**src/rtl/aop_pkg.sv**
```systemverilog
`timescale 1ns/1ps
package aop_pkg;

  // Number of register stages from operand capture to product output.
  function automatic int aop_latency(input int m);
    return m / 2 + 1;
  endfunction

  // The all-one polynomial of degree m is irreducible when m+1 is prime
  // and 2 has multiplicative order m modulo m+1. The array also needs m even.
  function automatic bit aop_degree_ok(input int m);
    int p;
    int r;
    bit ok;
    p  = m + 1;
    ok = (m >= 4) && ((m % 2) == 0);
    for (int d = 2; d < p; d++) begin
      if ((p % d) == 0) ok = 1'b0;
    end
    r = 1;
    for (int k = 1; k <= m; k++) begin
      r = (2 * r) % p;
      if ((r == 1) && (k < m)) ok = 1'b0;
    end
    if (r != 1) ok = 1'b0;
    return ok;
  endfunction

endpackage

```
**src/rtl/aop_rst_sync.sv**
```systemverilog
`timescale 1ns/1ps
module aop_rst_sync (
  input  logic clk,
  input  logic rst_n,
  output logic rst_sync_n
);
  logic [1:0] sync_q;
  logic [1:0] sync_d;

  always_comb begin
    sync_d = {sync_q[0], 1'b1};
  end

  always_ff @(posedge clk or negedge rst_n) begin
    if (!rst_n) sync_q <= 2'b00;
    else        sync_q <= sync_d;
  end

  assign rst_sync_n = sync_q[1];
endmodule

```
**src/rtl/aop_lift.sv**
```systemverilog
`timescale 1ns/1ps
// Stage 0: capture operands and lift the multiplicand to m+1 coefficients.
module aop_lift #(
  parameter int M = 4
) (
  input  logic         clk,
  input  logic         rst_n,
  input  logic         in_valid,
  input  logic [M-1:0] a_in,
  input  logic [M-1:0] b_in,
  output logic         v_out,
  output logic [M:0]   a_ext,
  output logic [M-1:0] b_out
);
  logic         v_q;
  logic [M-1:0] a_q;
  logic [M-1:0] b_q;
  logic         v_d;
  logic         load;

  always_comb begin
    v_d  = in_valid;
    load = in_valid;
  end

  always_ff @(posedge clk or negedge rst_n) begin
    if (!rst_n) v_q <= 1'b0;
    else        v_q <= v_d;
  end

  always_ff @(posedge clk) begin
    if (load) begin
      a_q <= a_in;
      b_q <= b_in;
    end
  end

  assign v_out = v_q;
  assign a_ext = {1'b0, a_q};
  assign b_out = b_q;
endmodule

```
**src/rtl/aop_stage.sv**
```systemverilog
`timescale 1ns/1ps
// One row of m+1 identical cells: takes the two lowest remaining multiplier
// bits, adds the multiplicand and its one-place rotation into the sum, and
// hands on the multiplicand rotated by two places.
module aop_stage #(
  parameter int M = 4
) (
  input  logic         clk,
  input  logic         rst_n,
  input  logic         v_in,
  input  logic [M:0]   a_in,
  input  logic [M-1:0] b_in,
  input  logic [M:0]   acc_in,
  output logic         v_out,
  output logic [M:0]   a_out,
  output logic [M-1:0] b_out,
  output logic [M:0]   acc_out
);
  localparam int W = M + 1;

  logic [M:0]   acc_d;
  logic [M:0]   a_d;
  logic [M-1:0] b_d;
  logic         v_q;
  logic [M:0]   acc_q;
  logic [M:0]   a_q;
  logic [M-1:0] b_q;

  for (genvar j = 0; j < W; j++) begin : g_cell
    always_comb begin
      acc_d[j] = acc_in[j]
               ^ (b_in[0] & a_in[j])
               ^ (b_in[1] & a_in[(j + M) % W]);
      a_d[j]   = a_in[(j + M - 1) % W];
    end
  end

  always_comb begin
    b_d = {2'b00, b_in[M-1:2]};
  end

  always_ff @(posedge clk or negedge rst_n) begin
    if (!rst_n) v_q <= 1'b0;
    else        v_q <= v_in;
  end

  always_ff @(posedge clk) begin
    if (v_in) begin
      acc_q <= acc_d;
      a_q   <= a_d;
      b_q   <= b_d;
    end
  end

  assign v_out   = v_q;
  assign a_out   = a_q;
  assign b_out   = b_q;
  assign acc_out = acc_q;
endmodule

```
**src/rtl/aop_reduce.sv**
```systemverilog
`timescale 1ns/1ps
// Fold the m+1 redundant coefficients back to m bits: x^m equals the sum
// of all lower powers, so the top coefficient is added into every bit.
module aop_reduce #(
  parameter int M = 4
) (
  input  logic         v_in,
  input  logic [M:0]   c_in,
  output logic [M-1:0] p_out
);
  always_comb begin
    if (v_in) p_out = c_in[M-1:0] ^ {M{c_in[M]}};
    else      p_out = '0;
  end
endmodule

```
**src/rtl/aop_mult.sv**
```systemverilog
`timescale 1ns/1ps
module aop_mult #(
  parameter int M = 4
) (
  input  logic         clk,
  input  logic         rst_n,
  input  logic         in_valid,
  input  logic [M-1:0] a_in,
  input  logic [M-1:0] b_in,
  output logic         out_valid,
  output logic [M-1:0] p_out
);
  localparam int NS  = M / 2;
  localparam int LAT = aop_pkg::aop_latency(M);

  if (!aop_pkg::aop_degree_ok(M)) begin : g_bad_degree
    $error("aop_mult: M must be even with M+1 prime and 2 primitive mod M+1");
  end

  logic         rst_sync_n;
  logic         v_s   [0:NS];
  logic [M:0]   a_s   [0:NS];
  logic [M-1:0] b_s   [0:NS];
  logic [M:0]   acc_s [0:NS];

  aop_rst_sync u_rst (
    .clk        (clk),
    .rst_n      (rst_n),
    .rst_sync_n (rst_sync_n)
  );

  aop_lift #(.M(M)) u_lift (
    .clk      (clk),
    .rst_n    (rst_sync_n),
    .in_valid (in_valid),
    .a_in     (a_in),
    .b_in     (b_in),
    .v_out    (v_s[0]),
    .a_ext    (a_s[0]),
    .b_out    (b_s[0])
  );

  assign acc_s[0] = '0;

  for (genvar k = 0; k < NS; k++) begin : g_row
    aop_stage #(.M(M)) u_stage (
      .clk     (clk),
      .rst_n   (rst_sync_n),
      .v_in    (v_s[k]),
      .a_in    (a_s[k]),
      .b_in    (b_s[k]),
      .acc_in  (acc_s[k]),
      .v_out   (v_s[k+1]),
      .a_out   (a_s[k+1]),
      .b_out   (b_s[k+1]),
      .acc_out (acc_s[k+1])
    );
  end

  aop_reduce #(.M(M)) u_reduce (
    .v_in  (v_s[NS]),
    .c_in  (acc_s[NS]),
    .p_out (p_out)
  );

  assign out_valid = v_s[NS];

  if (LAT != NS + 1) begin : g_bad_lat
    $error("aop_mult: latency bookkeeping mismatch");
  end
endmodule

```
**config.mk**
```make
export PLATFORM = sky130hd
export DESIGN_NAME = aop_mult
export DESIGN_NICKNAME = d
export VERILOG_FILES = /design/src/rtl/aop_pkg.sv /design/src/rtl/aop_rst_sync.sv /design/src/rtl/aop_lift.sv /design/src/rtl/aop_stage.sv /design/src/rtl/aop_reduce.sv /design/src/rtl/aop_mult.sv
export SDC_FILE = /design/constraint.sdc
export NUM_CORES = 1
export LEC_CHECK = 0
export BUFFER_PORTS_ARGS = -buffer_cell sky130_fd_sc_hd__buf_2
export CAP_MARGIN = 30
export CORE_MARGIN = 3
export CORE_UTILIZATION = 50
export CTS_CLUSTER_SIZE = 20
export DETAILED_ROUTE_END_ITERATION = 16
export PLACE_DENSITY_LB_ADDON = 0.1
export REMOVE_ABC_BUFFERS = 1
export SLEW_MARGIN = 20
export SYNTH_ARGS = -nofsm -noshare
export SYNTH_HDL_FRONTEND = slang
export SYNTH_SLANG_ARGS = --single-unit
```
**constraint.sdc**
```tcl
create_clock -name clk -period 1 [get_ports clk]
set_input_delay 0.05 -clock clk [delete_from_list [all_inputs] [get_ports clk]]
set_output_delay 0.05 -clock clk [all_outputs]
set_load 0.02 [all_outputs]
```
* After elaboration in Yosys (flattened, before gate mapping) *
Index checks and enable logic that the tools add are counted.

storage, ports and cells
  register bits after elaboration = 29
  input port bits = 11
  output and inout port bits = 5
  logic and storage cells = 39

operators by class
  mux-type cells = 1
  bitwise logic cells = 28

operator list
  cell           count
  $and A1 B1 Y1  16
  $xor A1 B1 Y1  11
  $mux W4        1
  $xor A4 B4 Y4  1

* Depth between registers and ports, before layout *
Gate-level depths: netlist of the first run.

  word-level depth = 3
  depth in mapped cells = 2
  mapped depth without buffers = 2

* Cells and area by module *
From an unflattened synthesis of the first run, not the netlist that was laid out.

second synthesis, totals
  cell total of the unflattened synthesis = 85
  area total of the unflattened synthesis = 1515.2 µm²

modules (own cells, without submodules)
  module        times used  cells an instance  area each (µm²)  sequential area each (µm²)
  aop_stage     2           31                 560.5            385.4
  aop_lift      1           11                 276.5            265.3
  aop_reduce    1           8                  60.1             0.0
  aop_rst_sync  1           3                  53.8             50.0
  aop_mult      1           1                  3.8              0.0

* Worst setup path after synthesis of the first run *
No wires, ideal clock.

  path kind = reg-to-reg
  from = register g_row[0].u_stage.b_q[1]
  to = register g_row[1].u_stage.acc_q[3] (data pin)
  library setup time = 0.269 ns
  data arrival time = 0.774 ns
  required time = 0.731 ns
  setup slack = -0.044 ns
  stages on the path, launching flop included = 3
  path buffers = 0
  period minus slack after synthesis = 1.044 ns
  path through = edfxtp_1 > nand2_1 > xor3_1

between the ends
  word-level cells in the longest chain between the ends = 2

ends and longest elaborated chain
  item                           RTL line         RTL
  start, declared                aop_stage.sv:27  logic [M-1:0] b_q;
  start signal, assigned         aop_stage.sv:51  b_q <= b_d;
  $and A1 B1 Y1                  aop_stage.sv:33  ^ (b_in[1] & a_in[(j + M) % W]);
  $xor A1 B1 Y1                  aop_stage.sv:33
  net g_row[1].u_stage.acc_d[3]  aop_stage.sv:21  logic [M:0] acc_d;
  end signal, assigned           aop_stage.sv:49  acc_q <= acc_d;
  end, declared                  aop_stage.sv:25  logic [M:0] acc_q;

The timed path passes the listed nets, and every way through them passes these cells.
A chain may end at the register's enable or synchronous reset.

* Final worst setup path of the first run *
  from = register g_row[1].u_stage.acc_q[4]
  to = output p_out[0]

between the ends
  word-level cells in the longest chain between the ends = 2

ends and longest elaborated chain
  item           RTL line          RTL
  $xor A4 B4 Y4  aop_reduce.sv:12  if (v_in) p_out = c_in[M-1:0] ^ {M{c_in[M]}};
  $mux W4        aop_reduce.sv:12
  end, declared  aop_mult.sv:11    output logic [M-1:0] p_out

Every way passes these cells.

==> parameters.txt, run 1 <==
Parameter                              Value

Global route
  Global-route wire length before repair ... 2340 um
  Total overflow reported by the global router ... 0
  Total GRT Usage ... 12.7%
  Pin count of the biggest net entering global routing ... 13
  Initial antenna violation count ... 0
  Via count of the first global-routing pass ... 588

Pwr
  Worst ir drop on vdd ... 1120 uV
  Power after layout ... 0.00255 W
  Standby leakage power ... 0.575 nW
  PwrDens ... 1830 nW/um^2

Critical path
  Type of element capturing the critical path ... output pin
  Worst reg2reg endpoint ... g_row[1].u_stage.acc_out[4]
  Reg2Reg Setup Slack ... -0.09 ns
  Crit Path Max Fanout ... 4
  Startpoint type of the worst setup path ... register
  Crit path required time ... 0.95 ns
  Number of cell instances on the worst register-to-register path ... 2
  Launch instance of the worst register-to-register path ... g_row[0].u_stage.b_out[1]
  Arrival time worst endpoint ... 1.26 ns
  Classification of the worst setup path ... reg -> out

STA
  Hold violation total from the final report ... 0
  Min Clock Period, post-route ... 1.31 ns
  Number of pins with negative max-slew slack in the final report ... 0
  Clock Skew ... 0.0114 ns
  Highest achievable clock rate ... 0.761 GHz
  Minimum setup slack in the final design ... -0.314 ns
  Setup repair after global routing missed its margin ... yes
  Final setup violation count ... 7
  Fraction of the cycle the final worst path needs ... 131%

Floorplanning
  Number of top-level pins ... 16
  X dimension of the die ... 52.7 um
  Starting utilization of the core area ... 53.9%
  Core Region ... 2020 um^2
  Cell Rows ... 16
  Die Y ... 52.7 um
  Die ar. ... 2780 um^2

Layout
  Net count reported at finish ... 107
  Relative area change from synthesis to final layout ... 27.4%
  Fill cell count ... 140
  Fraction of layout cells with a size suffix above 1 ... 23.7%
  Post-route design area ... 1390 um^2
  Antenna fix cells ... 0

Drt
  Post-route ant nets ... 0
  DR pass1 iterations ... 4
  Number of DRC markers in iteration 0 ... 6
  Avg Vias per Cell ... 4.59
  Routed length per placed instance ... 10.8 um
  Final routed wirelength across all metal layers ... 1340 um
  Residual DRC ... 0
  Count of vias placed by the detailed router ... 569

Clock network
  Clock insertion delay at the later pin of the skew report ... 0.32 ns
  Sink Count ... 29
  Clock Root Buffer ... sky130_fd_sc_hd__clkbuf_4
  Clock transition at path regs ... 0.08 ns
  CTS H-Tree Depth ... 2
  Number of buffers between clock root and the deepest sink ... 2
  Total clock buffers created by CTS ... 5
  Post-CTS setup buffers ... 0
  TritonCTS clock tree ... yes

Synth
  Synth area leader ... sky130_fd_sc_hd__edfxtp_1
  Number of synthesized flops with an enable pin ... 24
  Gate count after technology mapping ... 62
  Sequential fraction of the synthesis area ... 77.6%
  Flops & latches, synth ... 29
  Most numerous cell in the Yosys netlist ... sky130_fd_sc_hd__edfxtp_1
  Most used flip-flop cell after synthesis ... sky130_fd_sc_hd__edfxtp_1
  Leading post-synthesis cells by cell area ... sky130_fd_sc_hd__edfxtp_1 (66%), sky130_fd_sc_hd__dfrtp_1 (11%), sky130_fd_sc_hd__xor3_1 (6.5%), sky130_fd_sc_hd__xor2_1 (5.6%), sky130_fd_sc_hd__nand2_1 (4.8%)
  Synth top cells by count ... sky130_fd_sc_hd__edfxtp_1 (24), sky130_fd_sc_hd__nand2_1 (14), sky130_fd_sc_hd__xor2_1 (7)
  Yosys warning total ... 0
  Share of flip-flops with an asynchronous set or reset after synthesis ... 17.2%
  Distinct cells, synth ... 8
  Post-Syn Area per Cell ... 17.6 um^2
  Portion of synthesized cell area occupied by the leading cell type ... 66.1%
  Cell area after technology mapping ... 1090 um^2

Worst hold path
  Class of the worst hold path ... reg -> async

Place
  Final Wtd Congestion ... 0.767
  Setup slack at placement ... -0.101 ns
  Port Buf Inserts ... 15
  Post-detailed-placement cell area ... 1210 um^2
  HPWL Detailed ... 896 um

Outcome
  Outcome ... complete, but fails checks
  Violations in the final reports ... negative setup slack

Flow run
  Maxcap violations ... 0
==> cell families after synthesis <==
logic type / after synthesis / share of synthesized area (%)
xor gates and xnor gates: 12 / 13.8
and+or+nand+nor: 20 / 8.27
DFF: 29 / 77.6
other: 1 / 0.344
==> power by group <==
part	leakage, nW	internal (W)	switching (W)
registers	0.293	0.00146	0.0000736
clock network	0.0293	0.000273	0.000358
logic	0.254	0.000232	0.000146
total	0.575	0.00197	0.000578
==> metrics by stage <==
stage / utilization (%) / cells / TNS, ns / hold WS [ns]
floorplan: - / 62 / -0.114 / -0.246
global placement: 60.0 / 106 / -0.179 / -0.165
detailed placement: 60.0 / 106 / -0.259 / -0.163
CTS: 68.7 / 124 / -1.57 / 0.0409
global route: 68.7 / 124 / -1.84 / 0.0517
finish: 68.7 / 124 / -1.44 / 0.0412
==> layout by cell type (no fill, tap or decap) <==
cell type,instances
sky130_fd_sc_hd__and2_1,6
sky130_fd_sc_hd__buf_2,11
sky130_fd_sc_hd__buf_4,2
sky130_fd_sc_hd__buf_6,4
sky130_fd_sc_hd__clkbuf_1,2
sky130_fd_sc_hd__clkbuf_4,5
sky130_fd_sc_hd__clkinv_2,1
sky130_fd_sc_hd__conb_1,1
sky130_fd_sc_hd__dfrtp_1,5
sky130_fd_sc_hd__dlygate4sd3_1,10
sky130_fd_sc_hd__edfxtp_1,24
sky130_fd_sc_hd__nand2_1,14
sky130_fd_sc_hd__xnor2_1,2
sky130_fd_sc_hd__xor2_1,7
sky130_fd_sc_hd__xor3_1,3
==> timing repair <==
| action | in CTS | in global routing |
|---|---|---|
| gates resized for setup | 8 | 0 |
| endpoints found under the setup margin | 7 | 7 |
| pin swaps | 13 | 1 |
| endpoints found under the hold margin | 11 | 0 |
| hold buffers | 10 | 0 |
==> critical path: stages (launching register included) <==
cell and delay (ns):
sky130_fd_sc_hd__edfxtp_1 0.48, sky130_fd_sc_hd__xor2_1 0.17, sky130_fd_sc_hd__and2_1 0.17, sky130_fd_sc_hd__buf_6 0.13
==> routing by layer <==
| metal | vias up | part of all wire, % | global-route usage [%] |
|---|---|---|---|
| li1 | 279 | - | - |
| met1 | 260 | 34 | 10.3 |
| met2 | 25 | 54 | 22.5 |
| met3 | 5 | 9.0 | 7.41 |
| met4 | 0 | 2.5 | 7.66 |
| met5 | - | 0 | 0 |
==> final cells by class <==
class / count / area (um^2) / share of cell area (%)
clock buffers: 7 / 45.0 / 3.24
well taps: 27 / 33.8 / 2.43
clock inverters: 1 / 5.00 / 0.360
multi-input cells: 33 / 244 / 17.6
flip-flops and latches: 29 / 846 / 60.9
repair buffers: 27 / 215 / 15.5
==> flip-flops by register name (all words and copies together) (netlist names) <==
register / flops
g_row.u_stage.v_out: 2
u_lift.v_out: 1
u_rst.sync_q: 2
g_row.u_stage.a_out: 4
g_row.u_stage.b_out: 2
g_row.u_stage.acc_out: 10
u_lift.b_out: 4
u_lift.a_q: 4
==> worst max path at each step <==
| stage | from | end | slack, ns | depth (start not counted) |
|---|---|---|---|---|
| 3_3_place_gp | g_row[0].u_stage.b_out[0] | g_row[1].u_stage.acc_out[4] | -0.06 | 2 |
| 4_1_cts | g_row[1].u_stage.acc_out[4] | p_out[3] | -0.34 | 3 |
| 3_5_place_dp | g_row[0].u_stage.b_out[0] | g_row[1].u_stage.acc_out[4] | -0.10 | 2 |
| 2_1_floorplan | g_row[0].u_stage.b_out[1] | g_row[1].u_stage.acc_out[3] | -0.04 | 2 |
| 6_report | g_row[1].u_stage.acc_out[4] | p_out[0] | -0.31 | 3 |
| 5_1_grt | g_row[1].u_stage.acc_out[4] | p_out[3] | -0.38 | 3 |
(Power assumes the default switching activity.)
==> inputs of run 2 (changes only) <==
- CORE_UTILIZATION: 50 -> 53
==> parameters.txt, run 2 (synthesis results as in run 1) <==
Parameter                              Value

Outcome
  Outcome ... complete, but fails checks
  Violations in the final reports ... negative setup slack

Flow run
  Maxcap violations ... 0 (unchanged)

Critical path
  Type of element capturing the critical path ... output pin
  Startpoint type of the worst setup path ... register
  Crit path required time ... 0.95 ns (about the same)
  Classification of the worst setup path ... reg -> out
  Arrival time worst endpoint ... 1.26 ns (about the same)
  Crit Path Max Fanout ... 4 (unchanged)

Global route
  Total GRT Usage ... 14.9% (+2.3 points)
  Via count of the first global-routing pass ... 633 (+7.7%)
  Total overflow reported by the global router ... 0 (unchanged)
  Pin count of the biggest net entering global routing ... 13 (unchanged)
  Initial antenna violation count ... 0 (unchanged)
  Global-route wire length before repair ... 2590 um (+11%)

Pwr
  Standby leakage power ... 0.586 nW (+1.9%)
  PwrDens ... 1870 nW/um^2 (+1.8%)
  Power after layout ... 0.00264 W (+3.7%)
  Worst ir drop on vdd ... 1290 uV (+15%)

Drt
  Routed length per placed instance ... 12.5 um (+16%)
  DR pass1 iterations ... 1 (-3)
  Count of vias placed by the detailed router ... 566 (-0.53%)
  Final routed wirelength across all metal layers ... 1540 um (+15%)
  Avg Vias per Cell ... 4.60 (+0.28%)
  Number of DRC markers in iteration 0 ... 0 (-6)
  Residual DRC ... 0 (unchanged)
  Post-route ant nets ... 0 (unchanged)

STA
  Setup repair after global routing missed its margin ... yes
  Min Clock Period, post-route ... 1.31 ns (+0.000581 ns)
  Number of pins with negative max-slew slack in the final report ... 0 (unchanged)
  Clock Skew ... 0.0112 ns (-0.000120 ns)
  Highest achievable clock rate ... 0.761 GHz (about the same)
  Setup Total Neg Slack ... -1.54 ns (-0.0976 ns)
  Fraction of the cycle the final worst path needs ... 131% (about the same)
  Worst hold-check slack ... 0.0480 ns (+0.00677 ns)
  Minimum setup slack in the final design ... -0.314 ns (-0.000581 ns)
  Final setup violation count ... 7 (unchanged)
  Hold violation total from the final report ... 0 (unchanged)

Layout
  Most common cell after layout, fill and taps aside ... sky130_fd_sc_hd__edfxtp_1
  Cell Count, Final, Fillers Out ... 123 (-0.81%)
  Fraction of layout cells with a size suffix above 1 ... 26.5% (+2.8 points)
  Leading cell types in the layout, fill and taps excluded ... sky130_fd_sc_hd__edfxtp_1 (24), sky130_fd_sc_hd__nand2_1 (12), sky130_fd_sc_hd__dlygate4sd3_1 (10), sky130_fd_sc_hd__buf_2 (10), sky130_fd_sc_hd__xor2_1 (7)
  Relative area change from synthesis to final layout ... 29.7%
  Antenna fix cells ... 0 (unchanged)
  Fill cell count ... 110 (-21%)
  Net count reported at finish ... 108 (+0.93%)
  Flip-flop count of the largest register, all copies and words added ... 10 (unchanged)

Clock network
  CTS H-Tree Depth ... 2 (unchanged)
  Total clock buffers created by CTS ... 5 (unchanged)
  TritonCTS clock tree ... yes
  Clock Root Buffer ... sky130_fd_sc_hd__clkbuf_4
  Clock transition at path regs ... 0.09 ns (about the same)
  Sink Count ... 29 (unchanged)
  Clock insertion delay at the later pin of the skew report ... 0.31 ns (about the same)
  Number of buffers between clock root and the deepest sink ... 2 (unchanged)

Place
  Setup slack at placement ... -0.0903 ns (+0.0105 ns)
  Number of placed instances, taps included ... 103 (-2.8%)
  HPWL Detailed ... 892 um (-0.50%)
  Final Wtd Congestion ... 0.782 (+2.0%)
  Port Buf Inserts ... 15 (unchanged)

Floorplanning
  Starting utilization of the core area ... 59.3% (+5.4 points)
  Number of top-level pins ... 16 (unchanged)
  Cell Rows ... 15 (-1)
  Core Region ... 1840 um^2 (-9.0%)
  Die Y ... 51.3 um (-2.5%)
  X dimension of the die ... 51.3 um (-2.5%)
  Die ar. ... 2640 um^2 (-5.0%)

Worst hold path
  Class of the worst hold path ... reg -> async
==> run 2: cell types whose count changed in the layout (fill, tap and decap cells not counted), sizes merged <==
cell,previous run,this run
buf,17,18
clkbuf,7,8
clkinv,1,0
==> run 2: layer usage <==
| layer | vias up | track usage [%] | wire, um |
|---|---|---|---|
| li1 | 282 | - | - |
| met1 | 264 | 12.9 | 520 |
| met2 | 18 | 26.6 | 897 |
| met3 | 2 | 7.58 | 96 |
| met4 | 0 | 9.17 | 21 |
| met5 | - | 0 | 0 |
==> run 2: final timing paths <==
| kind | from | end | slack, ns | cells past startpoint |
|---|---|---|---|---|
| worst max register to register | g_row[0].u_stage.b_out[1] | g_row[1].u_stage.acc_out[3] | -0.11 | 2 |
| worst min register to register | u_rst.sync_q[1] | g_row[0].u_stage.v_out | 0.05 | 0 |
| max in group asynchronous | u_rst.sync_q[1] | u_lift.v_out | 0.81 | 0 |
| min in group clk | u_rst.sync_q[0] | u_rst.sync_q[1] | 0.37 | 0 |
| worst min-delay path | u_rst.sync_q[1] | g_row[0].u_stage.v_out | 0.05 | 0 |
| worst max-delay path | g_row[1].u_stage.acc_out[4] | p_out[3] | -0.31 | 3 |
==> run 2: per-stage QoR <==
| stage | util [%] | cell area (um^2) |
|---|---|---|
| floorplan | - | 1090 |
| global placement | 65.4 | 1200 |
| detailed placement | 65.4 | 1200 |
| CTS | 75.4 | 1390 |
| global route | 76.9 | 1410 |
| finish | 76.9 | 1410 |
==> run 2: cell type report <==
cell class                 instances  area, um^2  share of cell area (%)
clock buffer                       8        58.8                    4.16
sequential                        29         846                    59.8
tap                               25        31.3                    2.21
multi-input combinational         33         249                    17.6
timing repair buffer              28         229                    16.2
==> run 2: critical path, cell delays in order, from the launching register on <==
cell,delay (ns)
sky130_fd_sc_hd__edfxtp_1,0.49
sky130_fd_sc_hd__xor2_1,0.18
sky130_fd_sc_hd__and2_1,0.16
sky130_fd_sc_hd__buf_6,0.13
==> run 2: repair_timing <==
item | CTS | global route
gates resized for setup | 8 | 4
buffers inserted | 0 | 2
endpoints found under the hold margin | 11 | 0
hold buffers | 10 | 0
setup endpoints to repair | 7 | 8
gates cloned | 0 | 0
pin swaps | 14 | 4
==> run 2: where the power goes <==
group          total [W]  leakage, nW  switching, W  internal (W)
sequential       0.00154        0.293     0.0000787       0.00146
clock           0.000706       0.0326      0.000360      0.000347
combinational   0.000392        0.261      0.000152      0.000240
total            0.00264        0.586      0.000590       0.00205
